**src/rtl/cfgdl_pkg.sv**
```systemverilog
package cfgdl_pkg;
  localparam int BYTE_W      = 8;
  localparam int CODE_BYTES  = 8;
  localparam int PKG_BYTES   = CODE_BYTES + 2;
  localparam int PKG_BITS    = PKG_BYTES * BYTE_W;
  localparam int CFG_LSB     = CODE_BYTES * BYTE_W;
  localparam int CFG_ALG_BIT = 0;
  localparam int CFG_SEC_BIT = 2;
  localparam int CFG_SLP_BIT = 3;

  typedef enum logic [1:0] {
    EN_WAIT, EN_HOLD, EN_PASS, EN_FAIL
  } entry_st_t;

  typedef enum logic [2:0] {
    TP_ENTRY, TP_RECV, TP_WRITE, TP_GAP, TP_ACK, TP_ERASE, TP_IDLE
  } top_st_t;
endpackage

```
**src/rtl/cfgdl_line_sync.sv**
```systemverilog
module cfgdl_line_sync #(
  parameter int W      = 2,
  parameter int STAGES = 2
) (
  input  logic         clk,
  input  logic         rst_n,
  input  logic [W-1:0] line_i,
  output logic [W-1:0] level_o
);
  logic [STAGES-1:0][W-1:0] sq;

  always_ff @(posedge clk or negedge rst_n) begin
    if (!rst_n) begin
      sq <= '0;
    end else begin
      sq[0] <= line_i;
      for (int s = 1; s < STAGES; s++) sq[s] <= sq[s-1];
    end
  end

  assign level_o = sq[STAGES-1];
endmodule

```
**src/rtl/cfgdl_entry_timer.sv**
```systemverilog
module cfgdl_entry_timer
  import cfgdl_pkg::*;
#(
  parameter int LOW_MIN  = 4,
  parameter int RISE_MAX = 256,
  parameter int HOLD_MIN = 32,
  parameter int HOLD_MAX = 512
) (
  input  logic clk,
  input  logic rst_n,
  input  logic tick_i,
  input  logic lvl_i,
  input  logic rise_i,
  input  logic fall_i,
  output logic pass_o,
  output logic fail_o
);
  localparam int EW = $clog2(RISE_MAX + 2);
  localparam int HW = $clog2(HOLD_MAX + 2);
  localparam int LW = $clog2(LOW_MIN + 1);
  localparam logic [EW-1:0] RISE_LIM = EW'(RISE_MAX);
  localparam logic [HW-1:0] HOLD_LO  = HW'(HOLD_MIN);
  localparam logic [HW-1:0] HOLD_HI  = HW'(HOLD_MAX);
  localparam logic [LW-1:0] LOW_LIM  = LW'(LOW_MIN);

  entry_st_t      st_q;
  logic [EW-1:0]  since_q;
  logic [HW-1:0]  hold_q;
  logic [LW-1:0]  low_q;

  always_ff @(posedge clk or negedge rst_n) begin
    if (!rst_n) begin
      st_q    <= EN_WAIT;
      since_q <= '0;
      hold_q  <= '0;
      low_q   <= '0;
    end else begin
      case (st_q)
        EN_WAIT: begin
          if (tick_i && since_q <= RISE_LIM) since_q <= since_q + EW'(1);
          if (lvl_i) low_q <= '0;
          else if (tick_i && low_q != LOW_LIM) low_q <= low_q + LW'(1);
          if (rise_i) begin
            hold_q <= '0;
            st_q   <= (low_q == LOW_LIM && since_q <= RISE_LIM) ? EN_HOLD : EN_FAIL;
          end else if (since_q > RISE_LIM) begin
            st_q <= EN_FAIL;
          end
        end
        EN_HOLD: begin
          if (fall_i) st_q <= (hold_q > HOLD_LO) ? EN_PASS : EN_FAIL;
          else if (hold_q > HOLD_HI) st_q <= EN_FAIL;
          else if (tick_i) hold_q <= hold_q + HW'(1);
        end
        default: st_q <= st_q;
      endcase
    end
  end

  assign pass_o = (st_q == EN_PASS);
  assign fail_o = (st_q == EN_FAIL);
endmodule

```
**src/rtl/cfgdl_pkt_rx.sv**
```systemverilog
module cfgdl_pkt_rx
  import cfgdl_pkg::*;
#(
  parameter int PHASE_MAX = 1280
) (
  input  logic                clk,
  input  logic                rst_n,
  input  logic                en_i,
  input  logic                tick_i,
  input  logic                edge_i,
  input  logic                fall_i,
  input  logic                data_i,
  output logic                full_o,
  output logic                abort_o,
  output logic                sum_ok_o,
  output logic [PKG_BITS-1:0] pkt_o
);
  localparam int CW = $clog2(PKG_BITS + 1);
  localparam int PW = $clog2(PHASE_MAX + 2);
  localparam logic [CW-1:0] BIT_LAST  = CW'(PKG_BITS);
  localparam logic [PW-1:0] PHASE_LIM = PW'(PHASE_MAX);

  logic [CW-1:0]       bit_q;
  logic [PW-1:0]       phase_q;
  logic [PKG_BITS-1:0] pkt_q;

  always_ff @(posedge clk or negedge rst_n) begin
    if (!rst_n) begin
      bit_q   <= '0;
      phase_q <= '0;
      pkt_q   <= '0;
    end else if (!en_i) begin
      bit_q   <= '0;
      phase_q <= '0;
    end else begin
      if (edge_i) phase_q <= '0;
      else if (tick_i && phase_q <= PHASE_LIM) phase_q <= phase_q + PW'(1);
      if (fall_i && bit_q != BIT_LAST) begin
        pkt_q <= {data_i, pkt_q[PKG_BITS-1:1]};
        bit_q <= bit_q + CW'(1);
      end
    end
  end

  logic [BYTE_W-1:0] bytes [PKG_BYTES];
  for (genvar g = 0; g < PKG_BYTES; g++) begin : g_slice
    assign bytes[g] = pkt_q[g*BYTE_W +: BYTE_W];
  end

  always_comb begin
    logic [BYTE_W-1:0] acc;
    acc = '0;
    for (int k = 0; k < PKG_BYTES; k++) acc = acc + bytes[k];
    sum_ok_o = (acc == '0);
  end

  assign full_o  = (bit_q == BIT_LAST);
  assign abort_o = (phase_q > PHASE_LIM);
  assign pkt_o   = pkt_q;
endmodule

```
**src/rtl/cfgdl_config_rx.sv**
```systemverilog
module cfgdl_config_rx
  import cfgdl_pkg::*;
#(
  parameter int TICKS_PER_MS = 4,
  parameter int LOW_MIN_MS   = 1,
  parameter int RISE_MAX_MS  = 64,
  parameter int HOLD_MIN_MS  = 8,
  parameter int HOLD_MAX_MS  = 128,
  parameter int PHASE_MAX_MS = 320,
  parameter int ACK_GAP_MS   = 1,
  parameter int ACK_LEN_MS   = 2,
  parameter int SYNC_STAGES  = 2
) (
  input  logic        clk,
  input  logic        rst_n,
  input  logic        tick_i,
  input  logic        prog_clk_i,
  input  logic        prog_data_i,
  output logic        wr_valid_o,
  output logic [63:0] wr_code_o,
  output logic [7:0]  wr_cfg_o,
  input  logic        wr_done_i,
  output logic        cfg_alg_xor_o,
  output logic        cfg_secure_o,
  output logic        cfg_sleep_o,
  output logic        ack_o,
  output logic        erase_req_o
);
  localparam int GAP_T = ACK_GAP_MS * TICKS_PER_MS;
  localparam int ACK_T = ACK_LEN_MS * TICKS_PER_MS;
  localparam int SEQ_MAX = (GAP_T > ACK_T) ? GAP_T : ACK_T;
  localparam int SW = $clog2(SEQ_MAX + 1);
  localparam logic [SW-1:0] GAP_END = SW'(GAP_T - 1);
  localparam logic [SW-1:0] ACK_END = SW'(ACK_T - 1);

  logic [1:0] lvl;
  logic       clk_prev_q;
  logic       line_rise, line_fall;

  cfgdl_line_sync #(.W(2), .STAGES(SYNC_STAGES)) u_sync (
    .clk     (clk),
    .rst_n   (rst_n),
    .line_i  ({prog_data_i, prog_clk_i}),
    .level_o (lvl)
  );

  always_ff @(posedge clk or negedge rst_n) begin
    if (!rst_n) clk_prev_q <= 1'b0;
    else        clk_prev_q <= lvl[0];
  end
  assign line_rise = lvl[0] & ~clk_prev_q;
  assign line_fall = ~lvl[0] & clk_prev_q;

  logic entry_pass, entry_fail;

  cfgdl_entry_timer #(
    .LOW_MIN  (LOW_MIN_MS  * TICKS_PER_MS),
    .RISE_MAX (RISE_MAX_MS * TICKS_PER_MS),
    .HOLD_MIN (HOLD_MIN_MS * TICKS_PER_MS),
    .HOLD_MAX (HOLD_MAX_MS * TICKS_PER_MS)
  ) u_entry (
    .clk    (clk),
    .rst_n  (rst_n),
    .tick_i (tick_i),
    .lvl_i  (lvl[0]),
    .rise_i (line_rise),
    .fall_i (line_fall),
    .pass_o (entry_pass),
    .fail_o (entry_fail)
  );

  top_st_t             st_q;
  logic [SW-1:0]       seq_q;
  logic                rx_full, rx_abort, rx_sum_ok;
  logic [PKG_BITS-1:0] rx_pkt;

  cfgdl_pkt_rx #(.PHASE_MAX(PHASE_MAX_MS * TICKS_PER_MS)) u_rx (
    .clk      (clk),
    .rst_n    (rst_n),
    .en_i     (st_q == TP_RECV),
    .tick_i   (tick_i),
    .edge_i   (line_rise | line_fall),
    .fall_i   (line_fall),
    .data_i   (lvl[1]),
    .full_o   (rx_full),
    .abort_o  (rx_abort),
    .sum_ok_o (rx_sum_ok),
    .pkt_o    (rx_pkt)
  );

  always_ff @(posedge clk or negedge rst_n) begin
    if (!rst_n) begin
      st_q  <= TP_ENTRY;
      seq_q <= '0;
    end else begin
      case (st_q)
        TP_ENTRY: begin
          if (entry_pass)      st_q <= TP_RECV;
          else if (entry_fail) st_q <= TP_IDLE;
        end
        TP_RECV: begin
          if (rx_abort)     st_q <= TP_IDLE;
          else if (rx_full) st_q <= rx_sum_ok ? TP_WRITE : TP_IDLE;
        end
        TP_WRITE: begin
          if (wr_done_i) begin
            st_q  <= TP_GAP;
            seq_q <= '0;
          end
        end
        TP_GAP: begin
          if (tick_i) begin
            if (seq_q == GAP_END) begin
              st_q  <= TP_ACK;
              seq_q <= '0;
            end else begin
              seq_q <= seq_q + SW'(1);
            end
          end
        end
        TP_ACK: begin
          if (tick_i) begin
            if (seq_q == ACK_END) st_q <= TP_ERASE;
            else                  seq_q <= seq_q + SW'(1);
          end
        end
        TP_ERASE: st_q <= TP_IDLE;
        default:  st_q <= TP_IDLE;
      endcase
    end
  end

  assign wr_valid_o    = (st_q == TP_WRITE);
  assign ack_o         = (st_q == TP_ACK);
  assign erase_req_o   = (st_q == TP_ERASE);
  assign wr_code_o     = rx_pkt[CFG_LSB-1:0];
  assign wr_cfg_o      = rx_pkt[CFG_LSB +: BYTE_W];
  assign cfg_alg_xor_o = wr_cfg_o[CFG_ALG_BIT];
  assign cfg_secure_o  = wr_cfg_o[CFG_SEC_BIT];
  assign cfg_sleep_o   = wr_cfg_o[CFG_SLP_BIT];
endmodule

```
**config.mk**
```make
export PLATFORM = sky130hd
export DESIGN_NAME = cfgdl_config_rx
export DESIGN_NICKNAME = d
export VERILOG_FILES = /design/src/rtl/cfgdl_pkg.sv /design/src/rtl/cfgdl_line_sync.sv /design/src/rtl/cfgdl_entry_timer.sv /design/src/rtl/cfgdl_pkt_rx.sv /design/src/rtl/cfgdl_config_rx.sv
export SDC_FILE = /design/constraint.sdc
export NUM_CORES = 1
export LEC_CHECK = 0
export BUFFER_PORTS_ARGS = -buffer_cell sky130_fd_sc_hd__buf_2
export CAP_MARGIN = 25
export CORE_MARGIN = 4
export CORE_UTILIZATION = 55
export CTS_BUF_LIST = sky130_fd_sc_hd__clkbuf_4
export DETAILED_ROUTE_END_ITERATION = 8
export PLACE_DENSITY_LB_ADDON = 0.3
export SETUP_SLACK_MARGIN = 0.2
export SYNTH_ARGS = -nofsm -noshare
export SYNTH_HDL_FRONTEND = slang
export SYNTH_SLANG_ARGS = --single-unit
```
**constraint.sdc**
```tcl
create_clock -name clk -period 5.95 [get_ports clk]
set_clock_uncertainty 0.05 [all_clocks]
set_input_delay 0.595 -clock clk [delete_from_list [all_inputs] [get_ports clk]]
set_output_delay 0.595 -clock clk [all_outputs]
set_load 0.1 [all_outputs]
```
After elaboration in Yosys (flattened, before gate mapping):

Index checks and enable logic that the tools add are counted.
W data, S select, Z words.

* register bits after elaboration: 134
* latch bits: 0
* memory bits (writable): 0
* bits in read-only memories: 0
* input port bits: 6
* output and inout bits: 78
* logic and storage cells: 122
* memories: 0

* add/sub/neg operators: 15
* multipliers: 0
* div/mod/pow operators: 0
* $lt $le $gt $ge: 6
* eq/ne operators: 30
* shifts and indexed selects: 0
* multiplexer cells: 36
* bitwise gates (word level): 5
* reductions and logical operators: 18

Operators with widths (count)
* $add A8 B8 Y8: 9
* $mux W10: 4
* $mux W3: 12
* $mux W11: 3
* $mux W4: 5
* $pmux W10 S2: 1
* $ne A2 B2 Y1 const B: 9
* $pmux W3 S5: 1
* $mux W7: 2
* $ne A3 B3 Y1 const B: 4
* $pmux W4 S3: 1
* $add A11 B1 Y11 const B: 1
* $gt A11 B11 Y1 const B: 1
* $le A11 B11 Y1 const B: 1
* $add A10 B1 Y10 const B: 1
* $gt A10 B10 Y1 const B: 1
* $gt A10 B6 Y1 const B: 1
* $mux W2: 5
* $reduce_and A5 Y1: 2
* $add A9 B1 Y9 const B: 1
* $eq A3 B3 Y1 const B: 3
* $gt A9 B9 Y1 const B: 1
* $le A9 B9 Y1 const B: 1
* $logic_not A8 Y1: 1
* 26 further kinds: 39

Logic depth before layout (Yosys ltp):

Gate-level depths: netlist (run 1).

* depth after elaboration: 14
* depth in mapped cells: 17
* gate-level depth less buffers: 17

By module:

Synthesis (run 1) repeated with hierarchy kept, for this count alone.

* cell total of the unflattened synthesis: 647
* area, all modules: 7898.8 um2

Modules (own cells, without submodules)
* cfgdl_pkt_rx: times used 1, cells each 435, area each 5744.3 um2
* cfgdl_entry_timer: times used 1, cells each 143, area each 1430.1 um2
* cfgdl_config_rx: times used 1, cells each 63, area each 609.3 um2
* cfgdl_line_sync: times used 1, cells each 6, area each 115.1 um2

Worst setup path before layout (run 1):

Ideal clock, no wire load.

* kind: register to register
* from: register u_rx.pkt_q[66] (netlist: u_rx.pkt_o[66])
* to: register st_q[2]
* setup time: 0.132 ns
* arrival time: 5.087 ns
* required time: 5.768 ns
* slack: 0.681 ns
* cell stages (with the launch flop): 14
* path buffers: 0
* period minus slack after synthesis: 5.269 ns
* path through: dfrtp_1 fa_1 inv_1 fa_1 fa_1 fa_1 inv_1 fa_1 fa_1 or4_1 a221oi_1 nand4_1 nor3_1 a22oi_1

* longest elaborated chain between the ends: 7

Ends and longest elaborated chain
* from (decl): line cfgdl_pkt_rx.sv:25 `logic [PKG_BITS-1:0] pkt_q;`
* from (signal assigned): line cfgdl_pkt_rx.sv:39 `pkt_q <= {data_i, pkt_q[PKG_BITS-1:1]};`
* $add A8 B8 Y8 (2 in series): line cfgdl_pkt_rx.sv:53 `for (int k = 0; k < PKG_BYTES; k++) acc = acc + bytes[k];`
* $logic_not A8 Y1: line cfgdl_pkt_rx.sv:54 `sum_ok_o = (acc == '0);`
* $mux W3 (2 in series): line cfgdl_config_rx.sv:103 `else if (rx_full) st_q <= rx_sum_ok ? TP_WRITE : TP_IDLE;`
* $mux W3: line cfgdl_config_rx.sv:102 `if (rx_abort) st_q <= TP_IDLE;`
* $pmux W3 S5: line cfgdl_config_rx.sv:96 `case (st_q)`
* to (signal assigned): line cfgdl_config_rx.sv:103
* to (decl): line cfgdl_config_rx.sv:72 `top_st_t st_q;`

No other way between the ends. The select of a mux whose other input is x is not followed.
A chain may end at the register's enable or synchronous reset.

Worst setup path in the final report (run 1):

* from: register u_rx.pkt_q[2] (netlist: u_rx.pkt_o[2])
* to: register st_q[2]

* longest elaborated chain between the ends: 14

Ends and longest elaborated chain (line)
* $add A8 B8 Y8 (9 in series): cfgdl_pkt_rx.sv:53
* $logic_not A8 Y1: cfgdl_pkt_rx.sv:54
* $mux W3 (2 in series): cfgdl_config_rx.sv:103
* $mux W3: cfgdl_config_rx.sv:102
* $pmux W3 S5: cfgdl_config_rx.sv:96

No other way between the ends. The select of a mux whose other input is x is not followed.

==> results of run 1 <==
-- Yosys cell counts, drive strengths merged, types with 3 or more instances --
| library cell | n | area [µm²] |
|---|---|---|
| dfrtp | 134 | 3350 |
| buf | 85 | 647 |
| mux2 | 78 | 878 |
| inv | 72 | 270 |
| fa | 50 | 1000 |
| nand2 | 33 | 124 |
| nor2 | 31 | 116 |
| xnor2 | 28 | 245 |
| ha | 24 | 300 |
| o21ai | 21 | 105 |
| a21oi | 16 | 80.1 |
| nand4 | 14 | 100 |
| nand3 | 13 | 65.1 |
| nor3 | 12 | 65.1 |
| xor2 | 12 | 105 |
| a31oi | 8 | 50.1 |
| or3 | 7 | 43.8 |
| nand2b | 5 | 31.3 |
| clkbuf | 4 | 15.0 |
| and2 | 3 | 18.8 |
| and3 | 3 | 18.8 |
| nor2b | 3 | 18.8 |
| nor3b | 3 | 22.5 |
| nor4b | 3 | 26.3 |
-- per-stage QoR --
| step | setup slack [ps] | hold slack, ps |
|---|---|---|
| floorplan | 681 | 249 |
| global placement | 1080 | 283 |
| detailed placement | 984 | 287 |
| CTS | 953 | 50.5 |
| global route | 754 | 38.9 |
| finish | 993 | 110 |
-- report_power, final --
group	leakage [nW]	internal, mW	switching [mW]	total, mW
Combinational	2.13	0.0173	0.0348	0.0521
Sequential	1.83	0.921	0.0113	0.932
Clock	0.169	0.310	0.366	0.676
Total	4.13	1.25	0.412	1.66
-- final timing paths --
path	startpoint	endpoint	slack, ps
hold / removal	prog_clk_i	u_sync.sq[0]$_DFF_PN0_	110
setup / recovery	u_rx.pkt_o[2]$_DFFE_PN0P_	st_q[2]$_DFFE_PN0P_	990
min in group asynchronous	rst_n	u_rx.phase_q[9]$_DFFE_PN0P_	550
setup reg to reg	u_rx.pkt_o[2]$_DFFE_PN0P_	st_q[2]$_DFFE_PN0P_	990
hold reg to reg	u_sync.sq[1]$_DFF_PN0_	u_sync.level_o[1]$_DFF_PN0_	310
max in group asynchronous	rst_n	u_sync.level_o[0]$_DFF_PN0_	3980
-- critical path, cell delays in order, from the launching register on --
cell and delay, ps:
dfrtp_1 460, fa_1 550, inv_1 50, fa_1 500, fa_1 530, fa_1 550
inv_1 50, fa_1 500, fa_1 470, or4_1 510, a221oi_1 210, nand4_1 120
nor3_1 190, a22oi_1 80
-- cells by family (layout without fill, tap and decap cells) --
logic type	count (synthesis)	count (layout)	synth area share
buf+inv	161	191	0.117
flops	134	134	0.421
xor+xnor	41	41	0.0469
fa+ha+maj	74	74	0.164
simple gates	137	137	0.0896
mux	80	80	0.113
compound gates	63	63	0.0484
-- layout make-up --
type / instances / area (µm²)
clock buffer: 18 / 135
clock inverter: 14 / 189
fill: 1138 / 5720
inverter: 72 / 270
multi-input combinational: 395 / 3680
sequential: 134 / 3350
tap: 180 / 225
timing repair buffer: 87 / 474
-- metal layers --
metal,part of all wire,global-route usage
met3,0.045,0.0542
met5,0,0
met2,0.51,0.321
met1,0.43,0.248
met4,0.012,0.0537
-- state kept, by name, indices dropped and copies added, names as in the netlist --
| signal | cells |
|---|---|
| u_rx.bit_q | 7 |
| u_sync.level_o | 2 |
| st_q | 3 |
| seq_q | 4 |
| u_entry.low_q | 3 |
| u_entry.st_q | 2 |
| clk_prev_q | 1 |
| u_rx.phase_q | 11 |
| u_rx.pkt_o | 80 |
| u_entry.hold_q | 10 |
| u_sync.sq | 2 |
| u_entry.since_q | 9 |
-- timing repair --
action                                  in CTS  in global routing
endpoints found under the setup margin       0                  0
hold endpoints to repair                    63                  0
hold buffers                                 1                  0
==> results by group, run 1 <==
CTS
  • Clock sink total: 134
  • Skew-Pair Late Insertion Delay: 540 ps
  • CTS root buf: clkbuf_4
  • Post_cts resized: 0
  • Setup bufs post-CTS: 0
  • Reg clk slew, reported paths: 130 ps
  • CTS tree: yes
  • Clock buffer depth: 2
  • Num CTS Buffers: 17
  • H-tree Lvls: 4

Status
  • Status: complete, no violations

Final layout
  • Fin area: 8330 µm²
  • Post-route core utilization: 0.593
  • Final nets: 787
  • Area Growth Syn to Fin: 4.64%
  • Non-Filler Instances: 900
  • Share of cells above drive strength 1: 0.271
  • Most frequent cells in the layout: 134 x dfrtp_1, 82 x buf_2, 72 x inv_1, 71 x mux2_2, 50 x fa_1
  • Commonest non-fill, non-tap cell in the layout: dfrtp_1
  • Antenna fix cells: 0

Placement
  • Dpl hpwl: 10,700 µm
  • Placed cells: 866
  • Cell Area, Placed: 7960 µm²
  • Gpl congestion: 0.817
  • IO buf count: 83

Setup path
  • Critical Path AT: 5330 ps
  • CP Max Fanout: 4
  • Reg2Reg Depth: 13
  • Worst Setup Start Kind: flip-flop
  • CP Class: flip-flop to flip-flop
  • Crit. End Element: flip-flop
  • Req. time, crit path: 6320 ps

STA
  • Worst slew pin tran: 882 ps
  • Final setup viols: 0
  • Setup TNS: 0 ps
  • Crit path time final: 4960 ps
  • Fmax: 202 MHz
  • Endpoints failing hold: 0
  • RSZ-0062 raised after global routing: false
  • Slew Limit Fails: 0
  • Slew margin rel.: 0.412
  • Post-route clock period utilization: 0.833

Synth
  • Seq cells post-synth: 134
  • Post-synthesis cell type count: 52
  • Mapped Nets: 770
  • Yosys warns: 0
  • Netlist Area Pre-Place: 7960 µm²
  • Syn_area_per_cell: 11.5 µm²
  • EDFF count, synth: 0
  • Register area share after synthesis: 0.421
  • Syn Inst Count: 690
  • Ys async rst share: 1.00
  • Synth Flop Type: dfrtp_1

Pwr
  • Leakage: 4.13 nW
  • Pwr dens: 199 nW/µm²
  • Design Power: 1.66 mW
  • Worst vdd ir: 0.000219 V

Global route
  • Vias in the first global route: 4,923
  • GR Overflow Total: 0
  • Largest net degree at the start of global routing: 84
  • Global-route wire length before repair: 25,000 µm
  • Initial antenna violation count: 0
  • Total GRT Usage: 0.193

Detailed routing
  • DR iter-0 viols: 293
  • Drt total wl: 14,400 µm
  • Via density: 5.25
  • Initial DRT Pass Iterations: 4
  • Post-route ant nets: 0
  • DRC: 0
  • Drt wl/cell: 16.0 µm
  • Via Count: 4,724

Min path
  • Hold crit path type: input pin to flip-flop
  • Hold path depth: 1

Die
  • Core area: 14,000 µm²
  • # IOs: 84
  • Die area: 16,500 µm²
  • Row count: 43
  • Initial Util: 0.567
  • Die Wd: 128 µm
  • Die height: 128 µm

Flow run
  • # Max-Cap Violations: 0
Note: power is estimated with default switching activity, not from simulation.
==> run 2, diff against run 1 <==
Clock period 5.95 ns to 4.4 ns, I/O delays scaled along.
==> run 2 against run 1 <==
Effect of this change: the flow now finishes with violations (setup timing); largest power group unchanged; largest cell class unchanged; total power rose by 39%; via count up 6.5%; count of clock-buffer cells in the layout unchanged; sequential cell count did not move; design area is 5.7% higher.
==> results by group, run 2 (same netlist as run 1, synthesis figures left out) <==
Detailed routing
  • Drt wl/cell: 16.7 µm (was 16.0 µm)
  • DR iter-0 viols: 323 (was 293)
  • Post-route ant nets: 0 (unchanged)
  • Drt total wl: 16,100 µm (was 14,400 µm)
  • Via Count: 5,032 (was 4,724)
  • Initial DRT Pass Iterations: 4 (unchanged)
  • DRC: 0 (unchanged)
  • Via density: 5.25 (about the same)

Status
  • Status: finished, violations left (was complete, no violations)
  • Failing checks: setup timing

Final layout
  • Share of cells above drive strength 1: 0.325 (was 0.271)
  • Area Growth Syn to Fin: 10.6% (was 4.64%)
  • Commonest non-fill, non-tap cell in the layout: dfrtp_1 (unchanged)
  • Final nets: 845 (was 787)
  • Most frequent cells in the layout: 131 x dfrtp_1, 82 x buf_2, 72 x inv_1, 71 x mux2_2, 59 x buf_4 (was 134 x dfrtp_1, 82 x buf_2, 72 x inv_1, 71 x mux2_2, 50 x fa_1)
  • Max reg flops: 80 (unchanged)
  • Non-Filler Instances: 959 (was 900)
  • Fill count: 1,080 (was 1,138)

Placement
  • IO buf count: 83 (unchanged)
  • Dpl hpwl: 12,100 µm (was 10,700 µm)
  • Gpl congestion: 0.896 (was 0.817)
  • Placed cells: 922 (was 866)

Setup path
  • Worst Setup Start Kind: flip-flop (unchanged)
  • Crit. End Element: flip-flop (unchanged)
  • FF-to-FF Start: u_rx.pkt_o[66]$_DFFE_PN0P_ (was u_rx.pkt_o[2]$_DFFE_PN0P_)
  • Reg2Reg Depth: 13 (unchanged)
  • FF-to-FF setup slack: -240 ps (was 990 ps)
  • Critical Path AT: 5030 ps (was 5330 ps)
  • Req. time, crit path: 4790 ps (was 6320 ps)
  • CP Max Fanout: 2 (was 4)
  • R2r endpoint: st_q[2]$_DFFE_PN0P_ (unchanged)
  • CP Class: flip-flop to flip-flop (unchanged)

Pwr
  • Design Power: 2.31 mW (was 1.66 mW)
  • Worst vdd ir: 0.000169 V (was 0.000219 V)
  • Clock share of power: 0.423 (was 0.407)
  • Sw frac: 0.230 (was 0.248)
  • Gate power share: 0.031 (about the same)
  • Leakage: 4.45 nW (was 4.13 nW)
  • Sequential Power Share: 0.546 (was 0.562)
  • Psw: 0.530 mW (was 0.412 mW)
  • Internal power component: 1.78 mW (was 1.25 mW)
  • Pwr dens: 263 nW/µm² (was 199 nW/µm²)

Die
  • Core area: 14,000 µm² (unchanged)
  • Die Wd: 128 µm (unchanged)
  • Initial Util: 0.567 (unchanged)
  • Row count: 43 (unchanged)
  • Die height: 128 µm (unchanged)
  • # IOs: 84 (unchanged)
  • Die area: 16,500 µm² (unchanged)

Global route
  • Global-route wire length before repair: 27,500 µm (was 25,000 µm)
  • Total GRT Usage: 0.214 (was 0.193)
  • GR Overflow Total: 0 (unchanged)
  • Initial antenna violation count: 1 (was 0)
  • Vias in the first global route: 5,519 (was 4,923)
  • Largest net degree at the start of global routing: 84 (unchanged)

Min path
  • Hold path depth: 3 (was 1)
  • WHS Endpoint: u_rx.phase_q[1]$_DFFE_PN0P_ (was u_sync.sq[0]$_DFF_PN0_)
  • Min-delay src: tick_i (was prog_clk_i)
  • Hold crit path type: input pin to flip-flop (unchanged)

CTS
  • CTS root buf: clkbuf_4 (unchanged)
  • Reg clk slew, reported paths: 130 ps (about the same)
  • Num CTS Buffers: 17 (unchanged)
  • CTS tree: yes (unchanged)
  • Clock buffer depth: 2 (unchanged)
  • Clock sink total: 134 (unchanged)
  • Setup bufs post-CTS: 0 (unchanged)
  • H-tree Lvls: 4 (unchanged)
  • Skew-Pair Late Insertion Delay: 560 ps (was 540 ps)

STA
  • Crit path time final: 4640 ps (was 4960 ps)
  • Final setup viols: 1 (was 0)
  • Setup WS post-layout: -242 ps (was 993 ps)
  • Post-route clock period utilization: 1.06 (was 0.833)
  • RSZ-0062 raised after global routing: true (was false)
  • Worst slew pin tran: 738 ps (was 882 ps)
  • Hold WS: 253 ps (was 110 ps)
  • Slew margin rel.: 0.508 (was 0.412)
  • Slew Limit Fails: 0 (unchanged)
  • Fmax: 215 MHz (was 202 MHz)
  • Endpoints failing hold: 0 (unchanged)

Flow run
  • # Max-Cap Violations: 0 (unchanged)
[run 2: layer usage]
metal	part of all wire	up-vias	track usage
met5	0	-	0
met4	0.018	0	0.0718
met3	0.033	23	0.0454
met2	0.52	82	0.370
met1	0.43	2554	0.267
li1	-	2373	-
[run 2: worst max path at each step]
| stage | startpoint | to | slack, ps | cells past startpoint |
|---|---|---|---|---|
| after floorplan | u_rx.pkt_o[66]$_DFFE_PN0P_ | st_q[2]$_DFFE_PN0P_ | -290 | 13 |
| after CTS | u_rx.pkt_o[66]$_DFFE_PN0P_ | st_q[2]$_DFFE_PN0P_ | -250 | 13 |
| after global placement | u_rx.pkt_o[2]$_DFFE_PN0P_ | st_q[2]$_DFFE_PN0P_ | -200 | 13 |
| final | u_rx.pkt_o[66]$_DFFE_PN0P_ | st_q[2]$_DFFE_PN0P_ | -240 | 13 |
| after detailed placement | u_rx.pkt_o[2]$_DFFE_PN0P_ | st_q[2]$_DFFE_PN0P_ | -270 | 13 |
| after global routing | u_rx.pkt_o[4]$_DFFE_PN0P_ | st_q[2]$_DFFE_PN0P_ | -450 | 14 |
[run 2: critical path: stages, from the launching register on]
cell and delay (ps):
dfrtp_4 500, fa_1 510, inv_1 60, fa_1 460, fa_1 480, fa_1 490
inv_1 50, fa_1 520, fa_1 410, or4_1 480, a221oi_2 180, nand4_1 140
nor3_2 120, a22oi_1 90
[run 2: what timing repair did]
item | CTS | global route
hold endpoints to repair | 57 | 0
endpoints found under the setup margin | 1 | 1
hold buffers | 3 | 0
resized for setup | 0 | 1
pin swaps | 2 | 0
[run 2: stage by stage]
stage               worst slack [ps]  utilization  setup TNS, ps  area, µm²
floorplan                       -286            -           -286       7970
global placement                -196        0.598           -196       8390
detailed placement              -271        0.598           -271       8390
CTS                             -248        0.624           -248       8770
global route                    -450        0.627           -450       8800
finish                          -242        0.627           -242       8800
[run 2: layout make-up]
cell class	count	area (µm²)	share of cell area
Antenna cell	1	2.50	0.000284
Clock buffer	18	135	0.0154
Clock inverter	14	208	0.0236
Inverter	72	270	0.0307
Multi-Input combinational cell	395	3690	0.419
Sequential cell	134	3360	0.382
Tap cell	180	225	0.0256
Timing Repair Buffer	145	911	0.103
[run 2: power groups by stage]
stage | Combinational [mW] | Sequential (mW) | Clock, mW
finish | 0.0723 | 1.26 | 0.978
global route | 0.0864 | 1.26 | 1.05
CTS | 0.0746 | 1.26 | 0.995
detailed placement | 0.0720 | 1.29 | 0
global placement | 0.0683 | 1.28 | 0
floorplan | 0.0348 | 1.28 | 0
